## config.mk

```make
export PLATFORM = sky130hd
export DESIGN_NAME = adc_pack_top
export DESIGN_NICKNAME = d
export VERILOG_FILES = /design/src/rtl/adc_pack_pkg.sv /design/src/rtl/adc_pack_window.sv /design/src/rtl/adc_pack_lanes.sv /design/src/rtl/adc_pack_format.sv /design/src/rtl/adc_pack_top.sv
export SDC_FILE = /design/constraint.sdc
export NUM_CORES = 1
export LEC_CHECK = 0
export BUFFER_PORTS_ARGS = -buffer_cell sky130_fd_sc_hd__buf_4
export CAP_MARGIN = 10
export CORE_ASPECT_RATIO = 1.25
export CORE_UTILIZATION = 54
export CTS_BUF_LIST = sky130_fd_sc_hd__clkbuf_4 sky130_fd_sc_hd__clkbuf_8
export CTS_CLUSTER_DIAMETER = 80
export CTS_CLUSTER_SIZE = 24
export DETAILED_ROUTE_END_ITERATION = 6
export PLACE_DENSITY = 0.79
export SYNTH_ARGS = -nofsm -noshare
export SYNTH_HDL_FRONTEND = slang
export SYNTH_SLANG_ARGS = --single-unit
```

## constraint.sdc

```tcl
create_clock -name clk -period 2.49 [get_ports clk]
set_input_delay 0.1245 -clock clk [delete_from_list [all_inputs] [get_ports clk]]
set_output_delay 0.1245 -clock clk [all_outputs]
set_load 0.01 [all_outputs]
```

## src/rtl/adc_pack_pkg.sv

```systemverilog
package adc_pack_pkg;
  localparam int WORD_W    = 32;
  localparam int BYTES     = WORD_W / 8;
  localparam int HALF_W    = WORD_W / 2;
  localparam int MAX_LANES = BYTES;
  localparam int CNT_W     = $clog2(MAX_LANES + 1);

  typedef enum logic [1:0] {
    PREC_12 = 2'b00,
    PREC_10 = 2'b01,
    PREC_8  = 2'b10,
    PREC_8X = 2'b11
  } prec_e;

  function automatic logic is_byte_mode(input logic [1:0] p);
    return p[1];
  endfunction
endpackage

```

## src/rtl/adc_pack_window.sv

```systemverilog
module adc_pack_window
  import adc_pack_pkg::*;
#(
  parameter int SAMPLE_W = 12,
  parameter int OFF_W    = 3
) (
  input  logic [SAMPLE_W-1:0] sample,
  input  logic [1:0]          prec,
  input  logic [OFF_W-1:0]    offset,
  output logic [HALF_W-1:0]   win
);
  localparam logic [OFF_W-1:0]  LIM8   = OFF_W'(SAMPLE_W - 8);
  localparam logic [OFF_W-1:0]  LIM10  = OFF_W'(SAMPLE_W - 10);
  localparam logic [HALF_W-1:0] MASK8  = HALF_W'(8'hFF);
  localparam logic [HALF_W-1:0] MASK10 = HALF_W'(10'h3FF);
  localparam logic [HALF_W-1:0] MASKF  = {{(HALF_W-SAMPLE_W){1'b0}}, {SAMPLE_W{1'b1}}};

  logic [HALF_W-1:0] ext;
  logic [HALF_W-1:0] mask;
  logic [OFF_W-1:0]  lim;
  logic [OFF_W-1:0]  off_eff;

  always_comb begin
    ext = HALF_W'(sample);
    if (is_byte_mode(prec)) begin
      lim  = LIM8;
      mask = MASK8;
    end else if (prec == PREC_10) begin
      lim  = LIM10;
      mask = MASK10;
    end else begin
      lim  = '0;
      mask = MASKF;
    end
    off_eff = (offset > lim) ? lim : offset;
    win     = (ext >> off_eff) & mask;
  end
endmodule

```

## src/rtl/adc_pack_lanes.sv

```systemverilog
module adc_pack_lanes
  import adc_pack_pkg::*;
(
  input  logic              clk,
  input  logic              rst_n,
  input  logic              wr,
  input  logic [HALF_W-1:0] win,
  input  logic              byte_mode,
  input  logic              close,
  input  logic              pop,
  output logic [WORD_W-1:0] acc,
  output logic [CNT_W-1:0]  cnt,
  output logic              full
);
  logic [CNT_W-1:0]  base_cnt;
  logic [WORD_W-1:0] base_acc;
  logic [CNT_W-1:0]  cnt_w;
  logic [CNT_W-1:0]  lanes_now;
  logic              full_d;
  wire  [WORD_W-1:0] acc_d;

  assign base_cnt  = pop ? '0 : cnt;
  assign base_acc  = pop ? '0 : acc;
  assign lanes_now = byte_mode ? CNT_W'(MAX_LANES) : CNT_W'(2);
  assign cnt_w     = wr ? base_cnt + CNT_W'(1) : base_cnt;

  for (genvar b = 0; b < BYTES; b++) begin : g_byte
    logic       sel;
    logic [7:0] val;
    assign sel = byte_mode ? (base_cnt == CNT_W'(b)) : (base_cnt == CNT_W'(b / 2));
    if (b % 2 == 0) begin : g_lo
      assign val = win[7:0];
    end else begin : g_hi
      assign val = byte_mode ? win[7:0] : win[15:8];
    end
    assign acc_d[8*b +: 8] = (wr && sel) ? val : base_acc[8*b +: 8];
  end

  always_comb begin
    full_d = pop ? 1'b0 : full;
    if (wr && cnt_w == lanes_now) full_d = 1'b1;
    if (close && cnt_w != '0)     full_d = 1'b1;
  end

  always_ff @(posedge clk) begin
    if (!rst_n) begin
      acc  <= '0;
      cnt  <= '0;
      full <= 1'b0;
    end else begin
      acc  <= acc_d;
      cnt  <= cnt_w;
      full <= full_d;
    end
  end


  lane_count_bound_chk: assert property (@(posedge clk) disable iff (!rst_n)
    cnt <= CNT_W'(MAX_LANES));


  full_has_sample_chk: assert property (@(posedge clk) disable iff (!rst_n)
    full |-> cnt != '0);
endmodule

```

## src/rtl/adc_pack_format.sv

```systemverilog
module adc_pack_format
  import adc_pack_pkg::*;
(
  input  logic [WORD_W-1:0] word_in,
  input  logic              hswap,
  input  logic              big_end,
  output logic [WORD_W-1:0] word_out
);
  logic [WORD_W-1:0] swapped;
  wire  [WORD_W-1:0] reversed;

  assign swapped = hswap ? {word_in[HALF_W-1:0], word_in[WORD_W-1:HALF_W]} : word_in;

  for (genvar b = 0; b < BYTES; b++) begin : g_rev
    assign reversed[8*b +: 8] = swapped[8*(BYTES-1-b) +: 8];
  end

  assign word_out = big_end ? reversed : swapped;
endmodule

```

## src/rtl/adc_pack_top.sv

```systemverilog
module adc_pack_top
  import adc_pack_pkg::*;
#(
  parameter int SAMPLE_W = 12,
  parameter int OFF_W    = 3
) (
  input  logic                clk,
  input  logic                rst_n,
  input  logic                in_valid,
  input  logic [SAMPLE_W-1:0] in_data,
  input  logic [1:0]          cfg_prec,
  input  logic [OFF_W-1:0]    cfg_offset,
  input  logic                cfg_hswap,
  input  logic                cfg_big_end,
  input  logic                flush,
  output logic                out_valid,
  input  logic                out_ready,
  output logic [WORD_W-1:0]   out_data,
  output logic                overflow
);
  logic [HALF_W-1:0] win;
  logic [WORD_W-1:0] pk_acc;
  logic [CNT_W-1:0]  pk_cnt;
  logic              pk_full;
  logic [WORD_W-1:0] fmt_word;
  logic              can_move;
  logic              pop;
  logic              accept;
  logic              drop;

  adc_pack_window #(.SAMPLE_W(SAMPLE_W), .OFF_W(OFF_W)) u_window (
    .sample (in_data),
    .prec   (cfg_prec),
    .offset (cfg_offset),
    .win    (win)
  );

  assign can_move = !out_valid || out_ready;
  assign pop      = pk_full && can_move;
  assign accept   = in_valid && (!pk_full || pop);
  assign drop     = in_valid && pk_full && !pop;

  adc_pack_lanes u_lanes (
    .clk       (clk),
    .rst_n     (rst_n),
    .wr        (accept),
    .win       (win),
    .byte_mode (is_byte_mode(cfg_prec)),
    .close     (flush),
    .pop       (pop),
    .acc       (pk_acc),
    .cnt       (pk_cnt),
    .full      (pk_full)
  );

  adc_pack_format u_format (
    .word_in  (pk_acc),
    .hswap    (cfg_hswap),
    .big_end  (cfg_big_end),
    .word_out (fmt_word)
  );

  always_ff @(posedge clk) begin
    if (!rst_n) begin
      out_valid <= 1'b0;
      out_data  <= '0;
      overflow  <= 1'b0;
    end else begin
      overflow <= drop;
      if (pop) begin
        out_valid <= 1'b1;
        out_data  <= fmt_word;
      end else if (out_ready) begin
        out_valid <= 1'b0;
      end
    end
  end


  stall_hold_chk: assert property (@(posedge clk) disable iff (!rst_n)
    (out_valid && !out_ready) |=> (out_valid && $stable(out_data)));


  overflow_cause_chk: assert property (@(posedge clk) disable iff (!rst_n)
    overflow |-> $past(in_valid && out_valid && !out_ready));


  empty_flush_chk: assert property (@(posedge clk) disable iff (!rst_n)
    (flush && !in_valid && !pk_full && pk_cnt == '0) |=> !pk_full);
endmodule

```

; ---- Word level (Yosys, flattened, before mapping)
; Cells that the tools add are included.
[totals]
wordCells = 65
input_bits = 24
output_inout_bits = 34
regBits = 70
[op_classes]
n_mux = 24
addsub = 1
n_lt_le_gt_ge = 1
n_shift = 1
eq_ne = 5
n_reduce_logical = 23
bitwise_logic = 1
[ops]
columns = op, count
row1 = $mux 32, 3
row2 = $mux 8, 5
row3 = $and 16x16->16, 1
row4 = $mux 16, 1
row5 = $shr 12x3->16, 1
row6 = $mux 3, 5
row7 = $mux 12, 1
row8 = $logic_and 1x1->1, 10
row9 = $reduce_bool 2->1, 5
row10 = $mux 1, 8
row11 = $eq 3x2->1 const B, 2
row12 = $reduce_bool 3->1, 2
row13 = $add 3x1->3 const B, 1
row14 = $eq 3x1->1 const B, 1
row15 = $eq 3x3->1, 1
row16 = $gt 3x3->1, 1
row17 = $logic_not 1->1, 3
row18 = $logic_not 3->1, 1
row19 = $eq 2x1->1 const B, 1
row20 = $logic_or 1x1->1, 2
row21 = $mux 2, 1

; ---- Depth between registers and ports, before layout
; Gate-level depths: netlist (run 1).
[logic_depth]
depth_word = 10
ltp_mapped = 11
mapped_depth_nobuf = 10

; ---- Cells and area by module
; From an unflattened synthesis (run 1), not the netlist that was laid out.
[hier_totals]
cells_unflattened = 447
hier_area_um2 = 4633.2
[modules_own_cells]
columns = module, cells_per_inst, n_inst, seq_area_each_um2, area_each_um2
row1 = adc_pack_lanes, 191, 1, 720.7, 1780.5
row2 = adc_pack_top, 146, 1, 680.7, 1392.6
row3 = adc_pack_format, 40, 1, 0.0, 824.5
row4 = adc_pack_window, 70, 1, 0.0, 635.6

; ---- Worst setup path before layout (run 1)
; No wires, ideal clock.
[synth_timing]
path_type = register to register
startpoint = reg out_valid
endpoint = reg u_lanes.acc[10]
required_time_ns = 2.407
arrival_ns = 2.547
setup_time_ns = 0.083
period_less_slack_ns = 2.629
stages_incl_launch_ff = 12
path_buffers = 2
setup_slack_ns = -0.139
cell_sequence = dfxtp_1 -> nand2b_1 -> nand2_1 -> clkbuf_1 -> nand2_1 -> ha_1 -> inv_1 -> or4_4 -> buf_6 -> or3_4 -> or3_1 -> o221ai_1
[synth_between]
elab_chain_cells = 8
word_cells_on_any_way = 12
cone_classes = 1 x eq/ne / 3 x mux / 8 x reduce/logical
[synth_lines]
columns = item, line_no
row1 = "start, declared", adc_pack_top.sv:16  ; output logic out_valid,
row2 = "start signal, assigned", adc_pack_top.sv:65  ; out_valid <= 1'b0;
row3 = "start signal, assigned", adc_pack_top.sv:71  ; out_valid <= 1'b1;
row4 = "start signal, assigned", adc_pack_top.sv:74  ; out_valid <= 1'b0;
row5 = $logic_not 1->1 *, adc_pack_top.sv:38  ; assign can_move = !out_valid || out_ready;
row6 = $logic_or 1x1->1 *, adc_pack_top.sv:38
row7 = $logic_and 1x1->1 *, adc_pack_top.sv:39  ; assign pop = pk_full && can_move;
row8 = $mux 3, adc_pack_lanes.sv:22  ; assign base_cnt = pop ? '0 : cnt;
row9 = $eq 3x1->1 or $logic_not 3->1 (tied branches), adc_pack_lanes.sv:30  ; assign sel = byte_mode ? (base_cnt == CNT_W'(b)) : (base_cnt == CNT_W'(b / 2));
row10 = $mux 1, adc_pack_lanes.sv:30
row11 = $logic_and 1x1->1, adc_pack_lanes.sv:36  ; assign acc_d[8*b +: 8] = (wr && sel) ? val : base_acc[8*b +: 8];
row12 = $mux 8 or $reduce_bool 2->1 (tied branches), -
row13 = "end signal, assigned", adc_pack_lanes.sv:47  ; acc <= '0;
row14 = "end signal, assigned", adc_pack_lanes.sv:51  ; acc <= acc_d;
row15 = "end, declared", adc_pack_lanes.sv:11  ; output logic [WORD_W-1:0] acc,
; Mark *: on every way between the ends. The rest lies on a longest branch, timed or not.
; A chain may end at the register's enable or synchronous reset.

; ---- Worst setup path after layout (run 1)
[layout_timing]
startpoint = reg out_valid
endpoint = reg u_lanes.acc[11]
; Same word-level chain as after synthesis.

==> metrics.cfg, run 1 <==
[synthesis]
mappedNetlistNets = 421
syn-cell-area_um2 = 4050
synth_edf_count = 0
synthCells = 390
yosys_warnings = 0
postSynth.asyncResetShare_pct = 0
synth.distinct_cells = 54
synth-seq-area-share_pct = 34.6
ys_ff_latch = 70
avgSynthCellArea_um2 = 10.4
synthFlopType = dfxtp_1

[global_routing]
grt_pass1_vias = 3217
track_usage_pct = 26.8
overflow = 0
grt_pass1_wl_um = 16000
antenna_found_initial = 0
grt_max_degree = 44

[drt]
drtIter0Drc = 263
dr.pass1.iters = 4
drc = 0
ant_nets = 0
via_per_inst = 6.22
wl_met2_um = 4660
routed-via-count = 3334
top_layer_used = met4
wl_met1_um = 3940
met3_length_um = 427
wl_per_cell_um = 17.8
routed_wirelength_um = 9530

[clocking]
post_cts_buffers = 0
numCtsBuffers = 9
clk_latency_ns = 0.36
post_cts_resized = 0
postCtsHoldBufs = 0
cts_tree = yes
clkTransAtPathRegs_ns = 0.08
cts_root_buf = clkbuf_8
htreeDepth = 3
clockBufferDepth = 2
cts.sinks = 70

[layout]
final-seq-area_um2 = 1400
fill_cells = 569
layout_common_cells = nand2_1, buf_4, dfxtp_1
diodes = 0
final_cell_area_um2 = 4750
nNetsFinal = 472
drive_gt1_share_pct = 31.4
final_common_cell = nand2_1
multi_input_area_um2 = 2470
stdcell_count = 536
areaGrowthSynthToFinish_pct = 17.4

[setup_path]
crit_required_ns = 2.76
worst_path_max_delay_cell = or4_4
crit_fanout = 4
endpoint_kind = register
cp_num_buf_inv = 1
critical_path_class = reg2reg
start_kind = register
cp_cell_sequence = nand2b_4 -> nand2_2 -> nand2_1 -> ha_2 -> inv_1 -> or4_4 -> or3_4 -> or3_1 -> o221ai_1
crit_family = simple AND/OR/NAND/NOR gates
crit_arrival_ns = 2.62
crit_path_max_incr_delay_ns = 0.54

[sta]
fin_hold_ws_ns = 0.0236
finClkSkew_ns = 0.0159
worst_pin_slew_ns = 0.687
fin_setup_tns_ns = 0
rsz0062_at_grt = false
period_minus_slack_ns = 2.35
hold_viol = 0
maxSlewHeadroom_pct = 54.2
slew_violations = 0
fmax_ghz = 0.426
post-route-period-util_pct = 94.3
finalSetupViolCount = 0

[run]
cap_viol_max_count = 0

[power]
irDropWorstVdd_mv = 0.266
pwr-share-comb_pct = 20.2
p_sw_uw = 778
intPower_uw = 1870
power.leakage_uw = 0.00184
switching_share_pct = 29.3
pwr_density_cell_nw_per_um2 = 558
pwr-share-seq_pct = 45.5
clkPwrFrac_pct = 34.3

[status]
status = finished clean

[floorplan]
die_w_um = 79.4
rows = 34
core_area_um2 = 7100
ios = 58
dieArea_um2 = 7850
initial_utilization_pct = 57.0
die_h_um = 98.8

[placed_design]
placed_area_um2 = 4550
post-dp-hpwl_um = 7080
port_buffers = 57
placed_cells = 520
place_congestion = 0.887

[worst_hold_path]
holdCritPathClass = in2reg

-- stage by stage --
stage,power [uW],util [%],setup slack [ns]
finish,2650,66.9,0.142
global route,2760,66.9,0.0395
CTS,2660,66.9,0.157
detailed placement,1760,64.1,0.154
global placement,1740,64.1,0.236
floorplan,1610,-,0.00810
-- Yosys cell counts (all sizes together) (2+ instances only) --
cell type	n	area (um^2)
nand2	81	304
dfxtp	70	1400
mux4	39	878
a21boi	34	255
buf	17	95.1
inv	14	52.6
o2bb2ai	13	114
clkbuf	12	45.0
a22o	10	87.6
a211oi	8	60.1
mux2i	8	80.1
a21oi	7	46.3
ha	7	87.6
o221ai	7	67.6
and2	6	37.5
nor2	5	18.8
nand3	4	20.0
o211ai	4	30.0
o21ai	4	20.0
nor2b	3	18.8
nor3	3	15.0
or3	3	23.8
a21o	2	15.0
a221o	2	20.0
mux2	2	22.5
nand2b	2	12.5
o22ai	2	12.5
o311a	2	20.0
-- power by group through the flow --
| stage | clock [uW] | sequential (uW) | combinational, uW |
|---|---|---|---|
| after global routing | 974 | 1210 | 579 |
| final | 909 | 1210 | 536 |
| after global placement | 0 | 1220 | 521 |
| after CTS | 924 | 1200 | 535 |
| after floorplan | 0 | 1220 | 385 |
| after detailed placement | 0 | 1230 | 532 |
-- metal layers --
metal  vias up  track usage (%)
li1       1574                -
met1      1615             33.5
met2       112             41.1
met3        33             5.46
met4         0             18.9
met5         -                0
-- logic make-up (layout without fill, tap and decap cells) --
logic type               after synthesis  in the layout  synth area share (%)
AO/OA/AOI/OAI                        103            103                  20.9
XOR/XNOR                               2              2                 0.433
adder cells (fa/ha/maj)                7              7                  2.16
buffers and inverters                 43             99                  4.76
flip-flops                            70             70                  34.6
multiplexers                          49             49                  24.2
AND/OR/NAND/NOR                      116            116                  12.9
-- layout make-up --
class	instances	area share, %
Timing Repair Buffer	69	10.9
Sequential cell	70	29.5
Inverter	14	1.11
Clock inverter	7	1.53
Multi-Input combinational cell	277	51.9
Tap cell	90	2.37
Clock buffer	9	2.61
-- final timing paths --
path	slack, ns	cells past startpoint	start	endpoint
setup / recovery	0.14	9	out_valid	u_lanes.acc[11]
hold / removal	0.02	2	flush	u_lanes.full
setup reg to reg	0.14	9	out_valid	u_lanes.acc[11]
hold reg to reg	0.45	2	out_data[15]	out_data[15]
-- flip-flops by register name (all words and copies together), names as in the netlist --
register	cells
out_data	32
out_valid	1
overflow	1
u_lanes.acc	32
u_lanes.cnt	3
u_lanes.full	1
(Power assumes the default switching activity.)
==> run 2, diff against run 1 <==
--- a/config.mk
+++ b/config.mk
@@ -5,6 +5,7 @@
 export SDC_FILE = /design/constraint.sdc
 export NUM_CORES = 1
 export LEC_CHECK = 0
+export ABC_AREA = 1
 export BUFFER_PORTS_ARGS = -buffer_cell sky130_fd_sc_hd__buf_4
 export CAP_MARGIN = 10
 export CORE_ASPECT_RATIO = 1.25
==> metrics.cfg, run 2 <==
[power]
pwr-share-comb_pct = 23.8
pwr-share-seq_pct = 42.9
p_sw_uw = 959
irDropWorstVdd_mv = 0.309
power.leakage_uw = 0.00214
switching_share_pct = 33.0
power_uw = 2910
intPower_uw = 1950
pwr_density_cell_nw_per_um2 = 624
clkPwrFrac_pct = 33.3

[clocking]
cts.sinks = 70
postCtsHoldBufs = 0
post_cts_buffers = 0
clockBufferDepth = 2
cts_root_buf = clkbuf_8
numCtsBuffers = 9
clk_latency_ns = 0.37
cts_tree = yes
clkTransAtPathRegs_ns = 0.08
htreeDepth = 3
post_cts_resized = 0

[sta]
timing.final.ws_setup_ns = 0.396
slew_violations = 0
fmax_ghz = 0.478
rsz0062_at_grt = false
maxSlewHeadroom_pct = 41.3
finalSetupViolCount = 0
worst_pin_slew_ns = 0.879
hold_viol = 0
post-route-period-util_pct = 84.1
finClkSkew_ns = 0.0168
fin_setup_tns_ns = 0
period_minus_slack_ns = 2.09

[drt]
drtIter0Drc = 252
via_per_inst = 5.36
ant_nets = 0
drc = 0
dr.pass1.iters = 4
routed_wirelength_um = 9580
wl_per_cell_um = 12.7
routed-via-count = 4034

[global_routing]
grt_max_degree = 67
track_usage_pct = 26.2
grt_pass1_vias = 3627
overflow = 0
antenna_found_initial = 0
grt_pass1_wl_um = 16300

[worst_hold_path]
min_delay_path_depth = 3
min_from = in_valid
holdCritPathClass = in2reg
min_to = overflow

[synthesis]
avgSynthCellArea_um2 = 6.56
yosys_warnings = 0
synthTopCellsByArea = dfxtp_1, nand2_1, nand3_1, o211ai_1, inv_1
yosysMostFrequentCell = nand2_1
synth_commonest_cells = nand2_1, nand3_1, dfxtp_1
mappedNetlistNets = 651
postSynth.asyncResetShare_pct = 0
synth.distinct_cells = 31
yosysTopAreaCell = dfxtp_1
synth_top_area_share_pct = 34.5
synth-seq-area-share_pct = 34.5
synthCells = 620
synth_edf_count = 0
ys_ff_latch = 70
synthFlopType = dfxtp_1
syn-cell-area_um2 = 4070

[floorplan]
die_w_um = 79.6
die_h_um = 99.0
ios = 58
core_area_um2 = 7310
dieArea_um2 = 7880
rows = 35
initial_utilization_pct = 55.6

[setup_path]
endpoint_kind = register
critical_path_class = reg2reg
reg2reg_depth = 12
crit_required_ns = 2.77
r2r_end = u_lanes.acc[28]
start_kind = register
regToRegSetupSlack_ns = 0.40
crit_fanout = 8
r2r-start = u_lanes.full
crit_arrival_ns = 2.37

[layout]
final_common_cell = nand2_1
nNetsFinal = 686
reg_top3 = out_data: 32 flops, u_lanes.acc: 32 flops, u_lanes.cnt: 3 flops
fill_cells = 692
diodes = 0
areaGrowthSynthToFinish_pct = 14.7
final_cell_area_um2 = 4660
layout_common_cells = nand2_1, nand3_1, dfxtp_1
drive_gt1_share_pct = 16.1

[status]
status = finished clean

[placed_design]
place_congestion = 0.905
placed_area_um2 = 4460
port_buffers = 57
post-dp-hpwl_um = 6960
dp_slack_ns = 0.371

[run]
cap_viol_max_count = 0

## run 2: changes by cell type after synthesis, moves of 21 or more
| cell | change |
|---|---|
| nand3_1 | +69 |
| a21oi_1 | +42 |
| inv_1 | +53 |
| nand2_1 | +112 |
| nor2_1 | +21 |
| mux4_2 | -39 |
| o211ai_1 | +30 |
| a21boi_1 | -24 |
## run 2: power by group through the flow
stage | sequential [uW] | clock [uW] | combinational (uW)
global placement | 1270 | 0 | 674
finish | 1250 | 971 | 692
global route | 1260 | 1030 | 778
floorplan | 1290 | 0 | 478
CTS | 1250 | 977 | 691
detailed placement | 1270 | 0 | 687
## run 2: critical path, stage by stage, from the launching register on
cell	delay, ns
dfxtp_1	0.39
inv_2	0.06
nor2_4	0.14
inv_2	0.07
nand2_1	0.12
inv_1	0.09
ha_1	0.19
ha_1	0.19
nor2_1	0.16
o21ai_0	0.11
inv_1	0.25
nand2_1	0.09
a21oi_1	0.16
## run 2: cell families (layout without fill, tap and decap cells)
family	count (synthesis)	in the layout	synth area share [%]
flops	70	70	34.5
fa+ha+maj	7	7	2.15
buf+inv	109	149	11.2
compound gates	107	107	15.6
simple gates	327	327	36.6
## run 2: per-layer routing
metal | vias up | wire, um | GRT usage, %
li1 | 2091 | - | -
met4 | 0 | 253 | 11.7
met2 | 110 | 4660 | 43.3
met3 | 20 | 468 | 6.11
met5 | - | 0 | 0
met1 | 1813 | 4200 | 32.0
## run 2: layout make-up
| class | count | area [um^2] | share of cell area (%) |
|---|---|---|---|
| Timing Repair Buffer | 60 | 450 | 9.66 |
| Inverter | 73 | 279 | 5.98 |
| Clock inverter | 6 | 68.8 | 1.48 |
| Tap cell | 92 | 115 | 2.47 |
| Multi-Input combinational cell | 441 | 2210 | 47.4 |
| Sequential cell | 70 | 1400 | 30.1 |
| Clock buffer | 10 | 138 | 2.95 |
## run 2: worst max path at each step
stage	from	cells past startpoint	end	slack, ns
after global placement	cfg_prec[1]	13	u_lanes.acc[27]	0.45
after global routing	out_valid	13	u_lanes.acc[31]	0.18
after floorplan	out_valid	15	u_lanes.full	0.15
final	u_lanes.full	12	u_lanes.acc[28]	0.40
after detailed placement	cfg_prec[1]	12	u_lanes.acc[28]	0.37
after CTS	u_lanes.full	14	u_lanes.full	0.42
## run 2: stage by stage
stage,instances,utilization [%],hold slack [ns]
detailed placement,736,60.9,0.397
global placement,736,60.9,0.374
global route,752,63.8,0.0128
floorplan,620,-,0.244
CTS,752,63.8,0.00922
finish,752,63.8,0.0104
